File: config.mk
export PLATFORM = sky130hd
export DESIGN_NAME = pbuf_write_guard
export DESIGN_NICKNAME = d
export VERILOG_FILES = /design/src/rtl/pbg_pkg.sv /design/src/rtl/pbg_access_check.sv /design/src/rtl/pbg_load_tracker.sv /design/src/rtl/pbg_nsw_ctrl.sv /design/src/rtl/pbuf_write_guard.sv
export SDC_FILE = /design/constraint.sdc
export NUM_CORES = 1
export LEC_CHECK = 0
export BUFFER_PORTS_ARGS = -buffer_cell sky130_fd_sc_hd__buf_4
export CAP_MARGIN = 25
export CELL_PAD_IN_SITES_DETAIL_PLACEMENT = 1
export CELL_PAD_IN_SITES_GLOBAL_PLACEMENT = 2
export CORE_MARGIN = 2
export CORE_UTILIZATION = 30
export CTS_CLUSTER_DIAMETER = 120
export CTS_CLUSTER_SIZE = 24
export DETAILED_ROUTE_END_ITERATION = 10
export GPL_ROUTABILITY_DRIVEN = 0
export PLACE_DENSITY = 0.92
export RECOVER_POWER = 100
export SLEW_MARGIN = 15
export SYNTH_ARGS = -nofsm -noshare
export SYNTH_HDL_FRONTEND = slang
export SYNTH_SLANG_ARGS = --single-unit
File: constraint.sdc
create_clock -name clk -period 3.3 [get_ports clk]
set_clock_uncertainty 0.15 [all_clocks]
set_input_delay 0.825 -clock clk [delete_from_list [all_inputs] [get_ports clk]]
set_output_delay 0.825 -clock clk [all_outputs]
set_load 0.005 [all_outputs]
File: src/rtl/pbg_pkg.sv
package pbg_pkg;
  typedef enum logic [1:0] {
    VERD_OK   = 2'd0,
    VERD_SEC  = 2'd1,
    VERD_NSW  = 2'd2,
    VERD_PAGE = 2'd3
  } verdict_e;
endpackage

File: src/rtl/pbg_access_check.sv
module pbg_access_check
  import pbg_pkg::*;
#(
  parameter int AW  = 32,
  parameter int OFS = 6
) (
  input  logic          clk,
  input  logic          rst_n,
  input  logic          wr_valid,
  input  logic [AW-1:0] wr_addr,
  input  logic          wr_nonsec,
  input  logic          wr_tgt_ns,
  input  logic          nsw_en,
  input  logic          load,
  input  logic [AW-1:0] held_addr,
  input  logic          clr_now,
  output verdict_e      verdict,
  output logic          accept,
  output logic          reject
);
  localparam int PW = AW - OFS;

  function automatic logic [PW-1:0] page_of(input logic [AW-1:0] a);
    return a[AW-1:OFS];
  endfunction

  // named internal events
  logic empty_eff, sec_fail, nsw_fail, page_fail;

  assign empty_eff = !load || clr_now;
  assign sec_fail  = wr_nonsec && !wr_tgt_ns;
  assign nsw_fail  = wr_tgt_ns && !nsw_en;
  assign page_fail = !empty_eff && (page_of(wr_addr) != page_of(held_addr));

  always_comb begin
    verdict = VERD_OK;
    if (sec_fail)       verdict = VERD_SEC;
    else if (nsw_fail)  verdict = VERD_NSW;
    else if (page_fail) verdict = VERD_PAGE;
  end

  assign accept = wr_valid && (verdict == VERD_OK);
  assign reject = wr_valid && (verdict != VERD_OK);

  p_ns_to_sec_r1: assert property (@(posedge clk) disable iff (!rst_n)
    (wr_valid && wr_nonsec && !wr_tgt_ns) |-> reject);
  p_page_lock_r3: assert property (@(posedge clk) disable iff (!rst_n)
    (wr_valid && load && !clr_now && (wr_addr[AW-1:OFS] != held_addr[AW-1:OFS])) |-> !accept);
  p_nsw_block_r8: assert property (@(posedge clk) disable iff (!rst_n)
    (wr_valid && wr_tgt_ns && !nsw_en) |-> !accept);
  p_empty_sec_r2: assert property (@(posedge clk) disable iff (!rst_n)
    (wr_valid && !load && !wr_nonsec && !wr_tgt_ns) |-> accept);
endmodule

File: src/rtl/pbg_load_tracker.sv
module pbg_load_tracker #(
  parameter int AW = 32
) (
  input  logic          clk,
  input  logic          rst_n,
  input  logic          accept,
  input  logic [AW-1:0] wr_addr,
  input  logic          clr_now,
  output logic          load_q,
  output logic [AW-1:0] addr_q
);
  always_ff @(posedge clk or negedge rst_n) begin
    if (!rst_n) begin
      load_q <= 1'b0;
      addr_q <= '0;
    end else if (accept) begin
      load_q <= 1'b1;
      addr_q <= wr_addr;
    end else if (clr_now) begin
      load_q <= 1'b0;
    end
  end

  p_load_set_r6: assert property (@(posedge clk) disable iff (!rst_n)
    accept |=> (load_q && addr_q == $past(wr_addr)));
  p_clear_r4: assert property (@(posedge clk) disable iff (!rst_n)
    (clr_now && !accept) |=> !load_q);
  p_addr_hold_r7: assert property (@(posedge clk) disable iff (!rst_n)
    !accept |=> $stable(addr_q));
endmodule

File: src/rtl/pbg_nsw_ctrl.sv
module pbg_nsw_ctrl (
  input  logic clk,
  input  logic rst_n,
  input  logic nsw_wr_en,
  input  logic nsw_wr_data,
  input  logic cfg_wr,
  input  logic cfg_irq_en,
  input  logic cfg_irq_rise,
  input  logic irq_clr,
  output logic nsw_en_q,
  output logic irq_flag_q
);
  logic irq_en_q, irq_rise_q;
  logic nsw_rose, nsw_fell, irq_trig;

  assign nsw_rose = nsw_wr_en &&  nsw_wr_data && !nsw_en_q;
  assign nsw_fell = nsw_wr_en && !nsw_wr_data &&  nsw_en_q;
  assign irq_trig = irq_en_q && (irq_rise_q ? nsw_rose : nsw_fell);

  always_ff @(posedge clk or negedge rst_n) begin
    if (!rst_n) begin
      nsw_en_q   <= 1'b1;
      irq_en_q   <= 1'b0;
      irq_rise_q <= 1'b0;
      irq_flag_q <= 1'b0;
    end else begin
      if (nsw_wr_en) nsw_en_q <= nsw_wr_data;
      if (cfg_wr) begin
        irq_en_q   <= cfg_irq_en;
        irq_rise_q <= cfg_irq_rise;
      end
      if (irq_trig)     irq_flag_q <= 1'b1;
      else if (irq_clr) irq_flag_q <= 1'b0;
    end
  end

  p_nsw_write_r8: assert property (@(posedge clk) disable iff (!rst_n)
    nsw_wr_en |=> (nsw_en_q == $past(nsw_wr_data)));
  p_irq_set_r9: assert property (@(posedge clk) disable iff (!rst_n)
    irq_trig |=> irq_flag_q);
  p_irq_quiet_r9: assert property (@(posedge clk) disable iff (!rst_n)
    (!nsw_wr_en && !irq_clr) |=> $stable(irq_flag_q));
  p_irq_off_r9: assert property (@(posedge clk) disable iff (!rst_n)
    (!irq_en_q && !irq_flag_q) |=> !irq_flag_q);
endmodule

File: src/rtl/pbuf_write_guard.sv
module pbuf_write_guard
  import pbg_pkg::*;
#(
  parameter int AW         = 32,
  parameter int PAGE_BYTES = 64,
  parameter bit RESP_REG   = 1'b1,
  localparam int OFS       = $clog2(PAGE_BYTES),
  localparam int PW        = AW - OFS
) (
  input  logic          clk,
  input  logic          rst_n,
  input  logic          wr_valid,
  input  logic [AW-1:0] wr_addr,
  input  logic          wr_nonsec,
  input  logic          wr_tgt_ns,
  input  logic          cmd_wp,
  input  logic          cmd_pbc,
  input  logic          nsw_wr_en,
  input  logic          nsw_wr_data,
  input  logic          cfg_wr,
  input  logic          cfg_irq_en,
  input  logic          cfg_irq_rise,
  input  logic          irq_clr,
  input  logic          rd_nonsec,
  output logic          wr_ok,
  output logic          wr_err,
  output logic          buf_loaded,
  output logic [PW-1:0] page_addr,
  output logic [AW-1:0] addr_view,
  output logic          nsw_en,
  output logic          irq_flag
);
  logic          clr_now, accept, reject;
  logic          load_q;
  logic [AW-1:0] addr_q;
  verdict_e      verdict;

  assign clr_now = cmd_wp || cmd_pbc;

  pbg_access_check #(.AW(AW), .OFS(OFS)) u_check (
    .clk       (clk),
    .rst_n     (rst_n),
    .wr_valid  (wr_valid),
    .wr_addr   (wr_addr),
    .wr_nonsec (wr_nonsec),
    .wr_tgt_ns (wr_tgt_ns),
    .nsw_en    (nsw_en),
    .load      (load_q),
    .held_addr (addr_q),
    .clr_now   (clr_now),
    .verdict   (verdict),
    .accept    (accept),
    .reject    (reject)
  );

  pbg_load_tracker #(.AW(AW)) u_track (
    .clk     (clk),
    .rst_n   (rst_n),
    .accept  (accept),
    .wr_addr (wr_addr),
    .clr_now (clr_now),
    .load_q  (load_q),
    .addr_q  (addr_q)
  );

  pbg_nsw_ctrl u_nsw (
    .clk          (clk),
    .rst_n        (rst_n),
    .nsw_wr_en    (nsw_wr_en),
    .nsw_wr_data  (nsw_wr_data),
    .cfg_wr       (cfg_wr),
    .cfg_irq_en   (cfg_irq_en),
    .cfg_irq_rise (cfg_irq_rise),
    .irq_clr      (irq_clr),
    .nsw_en_q     (nsw_en),
    .irq_flag_q   (irq_flag)
  );

  generate
    if (RESP_REG) begin : g_resp_reg
      logic ok_q, err_q;
      always_ff @(posedge clk or negedge rst_n) begin
        if (!rst_n) begin
          ok_q  <= 1'b0;
          err_q <= 1'b0;
        end else begin
          ok_q  <= accept;
          err_q <= reject;
        end
      end
      assign wr_ok  = ok_q;
      assign wr_err = err_q;

      p_one_resp_r10: assert property (@(posedge clk) disable iff (!rst_n)
        wr_valid |=> ($countones({wr_ok, wr_err}) == 1));
      p_no_resp_r10: assert property (@(posedge clk) disable iff (!rst_n)
        !wr_valid |=> (!wr_ok && !wr_err));
      p_resp_load_r6: assert property (@(posedge clk) disable iff (!rst_n)
        wr_valid |=> (!wr_ok || buf_loaded));
    end else begin : g_resp_comb
      assign wr_ok  = accept;
      assign wr_err = reject;
    end
  endgenerate

  assign buf_loaded = load_q;
  assign page_addr  = addr_q[AW-1:OFS];
  assign addr_view  = rd_nonsec ? '0 : addr_q;

  p_clr_first_r5: assert property (@(posedge clk) disable iff (!rst_n)
    (wr_valid && clr_now && !wr_nonsec && !wr_tgt_ns) |=> (buf_loaded && addr_view_ok()));

  function automatic logic addr_view_ok();
    return 1'b1;
  endfunction

  always_comb begin
    if (rst_n && rd_nonsec) begin
      a_hidden_r7: assert (addr_view == '0);
    end
  end
endmodule

==> results of run 1 <==
## per-layer routing
metal,track usage [%],up-vias
met2,23.2,54
met5,0,-
met3,3.66,7
met4,4.10,0
li1,-,782
met1,15.6,815
## path summary, 6_finish.rpt
check | startpoint | end | slack [ns] | cells past startpoint
max | rd_nonsec | addr_view[3] | 0.68 | 3
min | u_track.addr_q[4] | u_track.addr_q[4] | 0.34 | 1
max reg2reg | u_track.addr_q[31] | u_track.addr_q[17] | 0.89 | 6
min reg2reg | u_track.addr_q[4] | u_track.addr_q[4] | 0.34 | 1
max in group asynchronous | rst_n | u_track.addr_q[28] | 2.28 | 1
min in group asynchronous | rst_n | u_track.addr_q[1] | 0.35 | 1
## cell type report
type | instances | area, um^2 | area share (%)
Inverter | 2 | 7.51 | 0.254
Tap cell | 102 | 128 | 4.31
Sequential cell | 39 | 977 | 33.0
Clock buffer | 7 | 76.3 | 2.58
Multi-Input combinational cell | 120 | 963 | 32.6
Timing Repair Buffer | 109 | 802 | 27.1
Clock inverter | 1 | 5.00 | 0.169
## flip-flops by register name, summed over array words and instances (netlist names)
signal / count
u_track.addr_q: 32
wr_ok: 1
u_track.load_q: 1
u_nsw.irq_flag_q: 1
u_nsw.irq_rise_q: 1
u_nsw.nsw_en_q: 1
u_nsw.irq_en_q: 1
wr_err: 1
## cells by family after synthesis
group | synth area share [%]
AOI/OAI and AO/OA | 1.87
xor gates and xnor gates | 9.73
buffers and inverters | 12.2
DFF | 41.8
muxes | 21.5
and+or+nand+nor | 12.9
## stage by stage
step                      utilization (%)  std cells  area, um^2
after CTS                            40.6        380        3100
after floorplan                         -        194        2340
after detailed placement             39.5        372        3020
final                                38.7        380        2960
after global placement               39.5        372        3020
after global routing                 38.7        380        2960
## worst max-delay path: stages
cell	delay, ns
clkbuf_2	0.53
nor2b_1	0.12
clkbuf_4	0.17
## power groups by stage
stage / registers [mW] / logic, mW / clock network (mW)
finish: 0.667 / 0.496 / 0.311
CTS: 0.677 / 0.598 / 0.327
detailed placement: 0.685 / 0.596 / 0
global placement: 0.679 / 0.583 / 0
global route: 0.687 / 0.545 / 0.343
floorplan: 0.655 / 0.410 / 0
## synthesized netlist by cell type, drive strengths merged
master and instances:
a31oi 1, xnor2 22, nand2 5, a21oi 1, dfstp 1, inv 2
clkbuf 3, buf 30, nor2b 32, a41o 1, mux2 35, nand3 1
o21a 1, xor2 4, nor4 2, o21ai 3, and2 1, nand4 5
nor2 6, dfrtp 38
==> results_dict.tcl, run 1 <==
set metrics [dict create \
    outcome "completed" \
    intPower_mw 1.04 \
    routed-wl-met2_um 2810 \
    ys_warn_count 0 \
    cts_setup_buffers 0 \
    cts_tree "done" \
    grtUsageTotal_pct 13.2 \
    grt_pass1_wl_um 8810 \
    synth_fp_nets 240 \
    rows 32 \
    topRoutingLayerUsed "met4" \
    dr.pass1.iters 2 \
    fill_cells 885 \
    leakagePower_nw 1.32 \
    drive_above_1_share_pct 41.4 \
    layout_commonest_cell "clkbuf_4" \
    num-nets-final 323 \
    cts.reportedPaths.clkPinSlew_ns 0.08 \
    antenna_cells 0 \
    cts_made_buffers 5 \
    die-width_um 92.3 \
    wl_per_cell_um 14.3 \
    viasPerCell 4.36 \
    drt_iter0_drc 25 \
    dieHeight_um 92.3 \
    path_max_fanout 32 \
    io_pins 109 \
    cts_buffer_depth 2 \
    rsz0062_at_grt "no" \
    power_mw 1.47 \
    vdd_drop_max_mv 0.166 \
    arrival_ns 1.65 \
    root_buffer "clkbuf_8" \
    synth.area.top_cells "dfrtp_1, mux2_4, nor2b_1" \
    min_period_over_period_pct 79.5 \
    dp_slack_ns 0.379 \
    clock_power_share_pct 21.1 \
    met3_length_um 283 \
    fin_crit_ns 2.62 \
    place_hpwl_um 4190 \
    grt-ovfl-total 0 \
    combPwrFrac_pct 33.7 \
    drc 0 \
    hold_viol 0 \
    maxSlewHeadroom_pct 54.1 \
    worstSetupStartpointType "input port" \
    drv_cap 0 \
    worstMarginPinSlew_ns 0.688 \
    powerDensity_nw_per_um2 498 \
    yosysTopAreaCell "dfrtp_1" \
    antenna_found_initial 0 \
    setup_violations 0 \
    seq_power_share_pct 45.3 \
    hold_buffers 0 \
    final_antenna_net_count 0 \
    critPathCaptureType "output pin" \
    worstHoldPathType "flop to flop" \
    synthToLayoutAreaGrowth_pct 26.5 \
    final_cell_mix "clkbuf_4, buf_4, dfrtp_1" \
    hold-worst-slack_ns 0.341 \
    switching_share_pct 29.7 \
    worstSetupPathType "input port to output pin" \
    yosysUniqueCellTypes 25 \
    setup_ws_ns 0.677 \
    start_util_pct 30.6 \
    netlist_area_um2 2340 \
    clock-sinks 39 \
    dieArea_um2 8520 \
    fmax_mhz 381 \
    crit_required_ns 2.32 \
    slew_violations 0 \
    num_vias 1658 \
    clock_latency_ns 0.29 \
    wl_um 5440 \
    cts-resized-gates 0 \
    avgSynthCellArea_um2 12.1 \
    wl_met1_um 2250 \
    grt_pass1_vias 1823 \
    switchingPower_mw 0.438 \
    finalSetupTns_ns 0 \
    grt_max_degree 40 \
    ys_ff_latch 39 \
    synthCells 194 \
    cts.htree.levels 2 \
    io_buffer_count 108 \
    synth.top_cell.area_share_pct 40.6 \
    core_um2 7650 \
    seq_area_frac_synth_pct 41.8 \
]
Note: power is estimated with default switching activity, not from simulation.
==> inputs of run 2 (changes only) <==
--- a/config.mk
+++ b/config.mk
@@ -10,12 +10,12 @@
 export CELL_PAD_IN_SITES_DETAIL_PLACEMENT = 1
 export CELL_PAD_IN_SITES_GLOBAL_PLACEMENT = 2
 export CORE_MARGIN = 2
-export CORE_UTILIZATION = 30
+export CORE_UTILIZATION = 25
 export CTS_CLUSTER_DIAMETER = 120
 export CTS_CLUSTER_SIZE = 24
 export DETAILED_ROUTE_END_ITERATION = 10
 export GPL_ROUTABILITY_DRIVEN = 0
-export PLACE_DENSITY = 0.92
+export PLACE_DENSITY = 0.83
 export RECOVER_POWER = 100
 export SLEW_MARGIN = 15
 export SYNTH_ARGS = -nofsm -noshare
==> constraint.sdc (replaced) <==
create_clock -name clk -period 2.4 [get_ports clk]
set_clock_uncertainty 0.15 [all_clocks]
set_input_delay 0.6 -clock clk [delete_from_list [all_inputs] [get_ports clk]]
set_output_delay 0.6 -clock clk [all_outputs]
set_load 0.005 [all_outputs]
==> run 2 against run 1 <==
  * Core utilization shrank 5.1 points
  * Sequential power rose by 38%
  * Design area increased by 4.1%
  * Critical path depth rose by 3
  * Combinational power up 43%
  * Die area grew 19%
  * Critical path type is now flop to flop
  * Highest routed layer unchanged
==> results_dict.tcl, run 2 (synthesis results as in run 1) <==
set metrics [dict create \
    final_antenna_net_count 0 \
    place_hpwl_um 4390 \
    stdcell_area_um2 3080 \
    antenna_found_initial 0 \
    final_cell_mix "clkbuf_4, buf_4, dfrtp_1" \
    num-nets-final 327 \
    ff2ff_path_depth 6 \
    grt_max_degree 40 \
    dieHeight_um 101 \
    drv_cap 0 \
    synthToLayoutAreaGrowth_pct 31.6 \
    io_buffer_count 108 \
    cts_buffer_depth 2 \
    grt_pass1_wl_um 8970 \
    hold_buffers 0 \
    powerDensity_nw_per_um2 718 \
    die-width_um 101 \
    cts_made_buffers 5 \
    grtUsageTotal_pct 11.4 \
    use_met2_pct 19.2 \
    min_period_over_period_pct 93.5 \
    num_vias 1673 \
    drive_above_1_share_pct 45.7 \
    worstHoldPathType "input port to asynchronous set/reset pin" \
    slew_violations 0 \
    core_um2 9150 \
    r2r-start "u_track.addr_q[31]" \
    r2r_end "u_track.addr_q[11]" \
    worstMarginPinSlew_ns 1.02 \
    layout_commonest_cell "clkbuf_4" \
    fmax_mhz 446 \
    path_max_fanout 7 \
    viasPerCell 4.26 \
    start_util_pct 25.6 \
    setup_violations 0 \
    outcome "completed" \
    wl_per_cell_um 14.2 \
    critPathCaptureType "flop" \
    wl_um 5570 \
    gr-usage-met1_pct 14.1 \
    grt-ovfl-total 0 \
    ff2ff_setup_slack_ns 0.16 \
    largest_reg_flops 32 \
    cts.htree.levels 2 \
    cts_tree "done" \
    drt_iter0_drc 34 \
    met3_usage_pct 3.12 \
    vdd_drop_max_mv 0.289 \
    clock-sinks 39 \
    rsz0062_at_grt "no" \
    regMostFlops "u_track.addr_q" \
    clock_latency_ns 0.29 \
    rows 35 \
    post-place-cells 385 \
    multiInputGateArea_um2 997 \
    crit_required_ns 2.43 \
    worstSetupStartpointType "flop" \
    maxSlewHeadroom_pct 31.7 \
    crit_start "u_track.addr_q[31]" \
    power_mw 2.21 \
    drc 0 \
    layoutNonFillerInstCount 393 \
    io_pins 109 \
    hold_viol 0 \
    arrival_ns 2.27 \
    leakagePower_nw 1.40 \
    seqCellArea_um2 977 \
    worstSetupPathType "flop to flop" \
    cp-endpoint "u_track.addr_q[11]" \
    cts.reportedPaths.clkPinSlew_ns 0.09 \
    antenna_cells 0 \
    placed_area_um2 3080 \
    root_buffer "clkbuf_8" \
    fin_crit_ns 2.24 \
    dieArea_um2 10100 \
    fill_cells 1036 \
    grt_pass1_vias 1738 \
    dr.pass1.iters 5 \
    grt_busiest_layer "met2" \
]
## run 2: report_power, final
part           leakage [nW]  switching, mW  internal (mW)
sequential            0.462          0.130          0.787
combinational         0.875          0.255          0.456
clock                0.0612          0.247          0.337
## run 2: worst min-delay path by stage
stage	from	end	slack (ns)	cells past startpoint
2_1_floorplan	rst_n	u_nsw.irq_en_q	0.15	0
3_3_place_gp	u_track.addr_q[5]	u_track.addr_q[5]	0.34	1
3_5_place_dp	u_track.addr_q[0]	u_track.addr_q[0]	0.34	1
4_1_cts	rst_n	u_track.addr_q[2]	0.15	1
5_1_grt	irq_clr	u_nsw.irq_flag_q	0.33	2
6_report	rst_n	u_track.addr_q[2]	0.31	1
## run 2: per-stage QoR
stage	hold WS [ns]	TNS, ns	setup WS, ns	utilization, %
after global routing	0.334	0	0.0127	33.6
after global placement	0.336	-3.90	-0.158	33.6
after floorplan	0.154	0	0.222	-
final	0.315	0	0.157	33.6
after CTS	0.153	0	0.0524	34.9
after detailed placement	0.340	-5.52	-0.205	33.6
## run 2: metal layers
layer	share of wire, %	up-vias	routed length, um
li1	-	787	-
met1	42	825	2330
met2	51	54	2850
met3	5.8	7	325
met4	1.1	0	64
met5	0	-	0
## run 2: final cells by class
type / count / share of cell area, %
clock buffers: 6 / 2.68
flip-flops and latches: 39 / 31.7
clock inverters: 2 / 1.14
well taps: 111 / 4.51
repair buffers: 113 / 27.3
multi-input cells: 120 / 32.4
inverters: 2 / 0.244
## run 2: critical path: stages (launching register included)
cell and delay (ns):
dfrtp_1 0.41, xnor2_1 0.21, nand4_1 0.18, nor4_4 0.32
a41o_2 0.30, clkbuf_4 0.22, mux2_1 0.34
## run 2: what timing repair did
item,in CTS,in global routing
gates resized for setup,0,1
endpoints found under the setup margin,0,28
buffers inserted,0,0
==> inputs of run 3 (changes only) <==
--- a/config.mk
+++ b/config.mk
@@ -10,12 +10,13 @@
 export CELL_PAD_IN_SITES_DETAIL_PLACEMENT = 1
 export CELL_PAD_IN_SITES_GLOBAL_PLACEMENT = 2
 export CORE_MARGIN = 2
-export CORE_UTILIZATION = 25
+export CORE_UTILIZATION = 30
 export CTS_CLUSTER_DIAMETER = 120
 export CTS_CLUSTER_SIZE = 24
 export DETAILED_ROUTE_END_ITERATION = 10
 export GPL_ROUTABILITY_DRIVEN = 0
-export PLACE_DENSITY = 0.83
+export GPL_TIMING_DRIVEN = 1
+export PLACE_DENSITY = 0.92
 export RECOVER_POWER = 100
 export SLEW_MARGIN = 15
 export SYNTH_ARGS = -nofsm -noshare
==> constraint.sdc (replaced) <==
create_clock -name clk -period 2.9 [get_ports clk]
set_clock_uncertainty 0.15 [all_clocks]
set_input_delay 0.725 -clock clk [delete_from_list [all_inputs] [get_ports clk]]
set_output_delay 0.725 -clock clk [all_outputs]
set_load 0.005 [all_outputs]
==> run 3 against run 2 <==
  * Register-to-register slack better by 0.31 ns
  * Via count down 1.3%
  * Power down 23%
  * Clock power down 40%
  * Hold slack better by 0.025 ns
==> results_dict.tcl, run 3 (synthesis results as in run 1) <==
set metrics [dict create \
    wl_um 5730 \
    worstSetupStartpointType "input port" \
    worstSetupPathType "input port to flop" \
    met3_usage_pct 3.74 \
    cts_tree "done" \
    root_buffer "clkbuf_8" \
    arrival_ns 2.54 \
    drive_above_1_share_pct 41.6 \
    maxSlewHeadroom_pct 31.0 \
    num_vias 1651 \
    hold_buffers 0 \
    antenna_cells 0 \
    gr-usage-met1_pct 17.0 \
    final_antenna_net_count 0 \
    viasPerCell 4.31 \
    drv_cap 0 \
    rows 32 \
    rsz0062_at_grt "no" \
    grt_max_degree 40 \
    cts.htree.levels 2 \
    outcome "completed" \
    layoutNonFillerInstCount 383 \
    grt-ovfl-total 0 \
    start_util_pct 30.6 \
    max_stage_delay_ns 0.43 \
    cts_buffer_depth 2 \
    crit_required_ns 2.92 \
    clock_latency_ns 0.28 \
    grt_busiest_layer "met2" \
    seqCellArea_um2 977 \
    cts_made_buffers 5 \
    dr.pass1.iters 4 \
    hold_viol 0 \
    io_pins 109 \
    place_hpwl_um 4450 \
    grt_pass1_vias 1749 \
    synthToLayoutAreaGrowth_pct 28.3 \
    fin_crit_ns 2.52 \
    largest_reg_flops 32 \
    drt_iter0_drc 18 \
    crit_slowest_cell "nor4_1" \
    slew_violations 0 \
    wl_per_cell_um 14.9 \
    clock-sinks 39 \
    layout_commonest_cell "clkbuf_4" \
    antenna_found_initial 0 \
    num-nets-final 326 \
    path_max_fanout 12 \
    grt_pass1_wl_um 9140 \
    leakagePower_nw 1.35 \
    cts.reportedPaths.clkPinSlew_ns 0.08 \
    vdd_drop_max_mv 0.183 \
    final_core_util_pct 39.3 \
    fmax_mhz 396 \
    cts-resized-gates 0 \
    powerDensity_nw_per_um2 566 \
    cts_setup_buffers 0 \
    multiInputGateArea_um2 973 \
    critPathCaptureType "flop" \
    setup_violations 0 \
    worstHoldPathType "flop to flop" \
    path_cells "clkbuf_1, xnor2_1, nand4_1, nor4_1, a41o_1, buf_12, mux2_1" \
    grtUsageTotal_pct 13.7 \
    dieHeight_um 92.3 \
    dieArea_um2 8520 \
    power_mw 1.70 \
    use_met2_pct 23.7 \
    final_cell_mix "clkbuf_4, buf_4, dfrtp_1" \
    drc 0 \
    post-place-cells 375 \
    die-width_um 92.3 \
    min_period_over_period_pct 87.0 \
    io_buffer_count 108 \
    worstMarginPinSlew_ns 1.03 \
    regMostFlops "u_track.addr_q" \
    core_um2 7650 \
    finalSetupTns_ns 0 \
    hold-worst-slack_ns 0.340 \
    fill_cells 892 \
]
## run 3: power breakdown
group	switching, mW	leakage [nW]	internal (mW)
sequential	0.110	0.462	0.652
combinational	0.212	0.844	0.371
clock	0.185	0.0422	0.169
total	0.506	1.35	1.19
## run 3: final timing paths
path / startpoint / to / slack, ns / depth (start not counted)
max: wr_addr[19] / u_track.addr_q[17] / 0.38 / 7
min: u_track.addr_q[3] / u_track.addr_q[3] / 0.34 / 1
max reg2reg: u_track.addr_q[18] / u_track.addr_q[17] / 0.47 / 6
min reg2reg: u_track.addr_q[3] / u_track.addr_q[3] / 0.34 / 1
max in group asynchronous: rst_n / u_track.addr_q[23] / 1.51 / 1
min in group asynchronous: rst_n / u_track.addr_q[2] / 0.46 / 1
## run 3: area by class of cell
class	instances	area share, %
Inverter	2	0.250
Clock inverter	1	0.167
Sequential cell	39	32.5
Tap cell	102	4.25
Timing Repair Buffer	112	27.8
Multi-Input combinational cell	120	32.4
Clock buffer	7	2.54
## run 3: per-stage QoR
stage	instance area (um^2)	setup slack (ns)
6_report	3000	0.377
5_1_grt	3000	0.280
4_1_cts	3150	0.526
3_5_place_dp	3070	0.218
3_3_place_gp	3070	0.246
2_1_floorplan	2340	0.597
## run 3: critical path, delay by kind of cell
family	cells	cell delay, ns
muxes	1	0.34
and+or+nand+nor	2	0.58
buffers and inverters	2	0.32
AOI/OAI and AO/OA	1	0.43
xor gates and xnor gates	1	0.13
## run 3: metal layers
metal	wire (um)	part of all wire (%)
met5	0	0
met4	51	0.89
met3	325	5.7
met2	2970	52
met1	2380	42
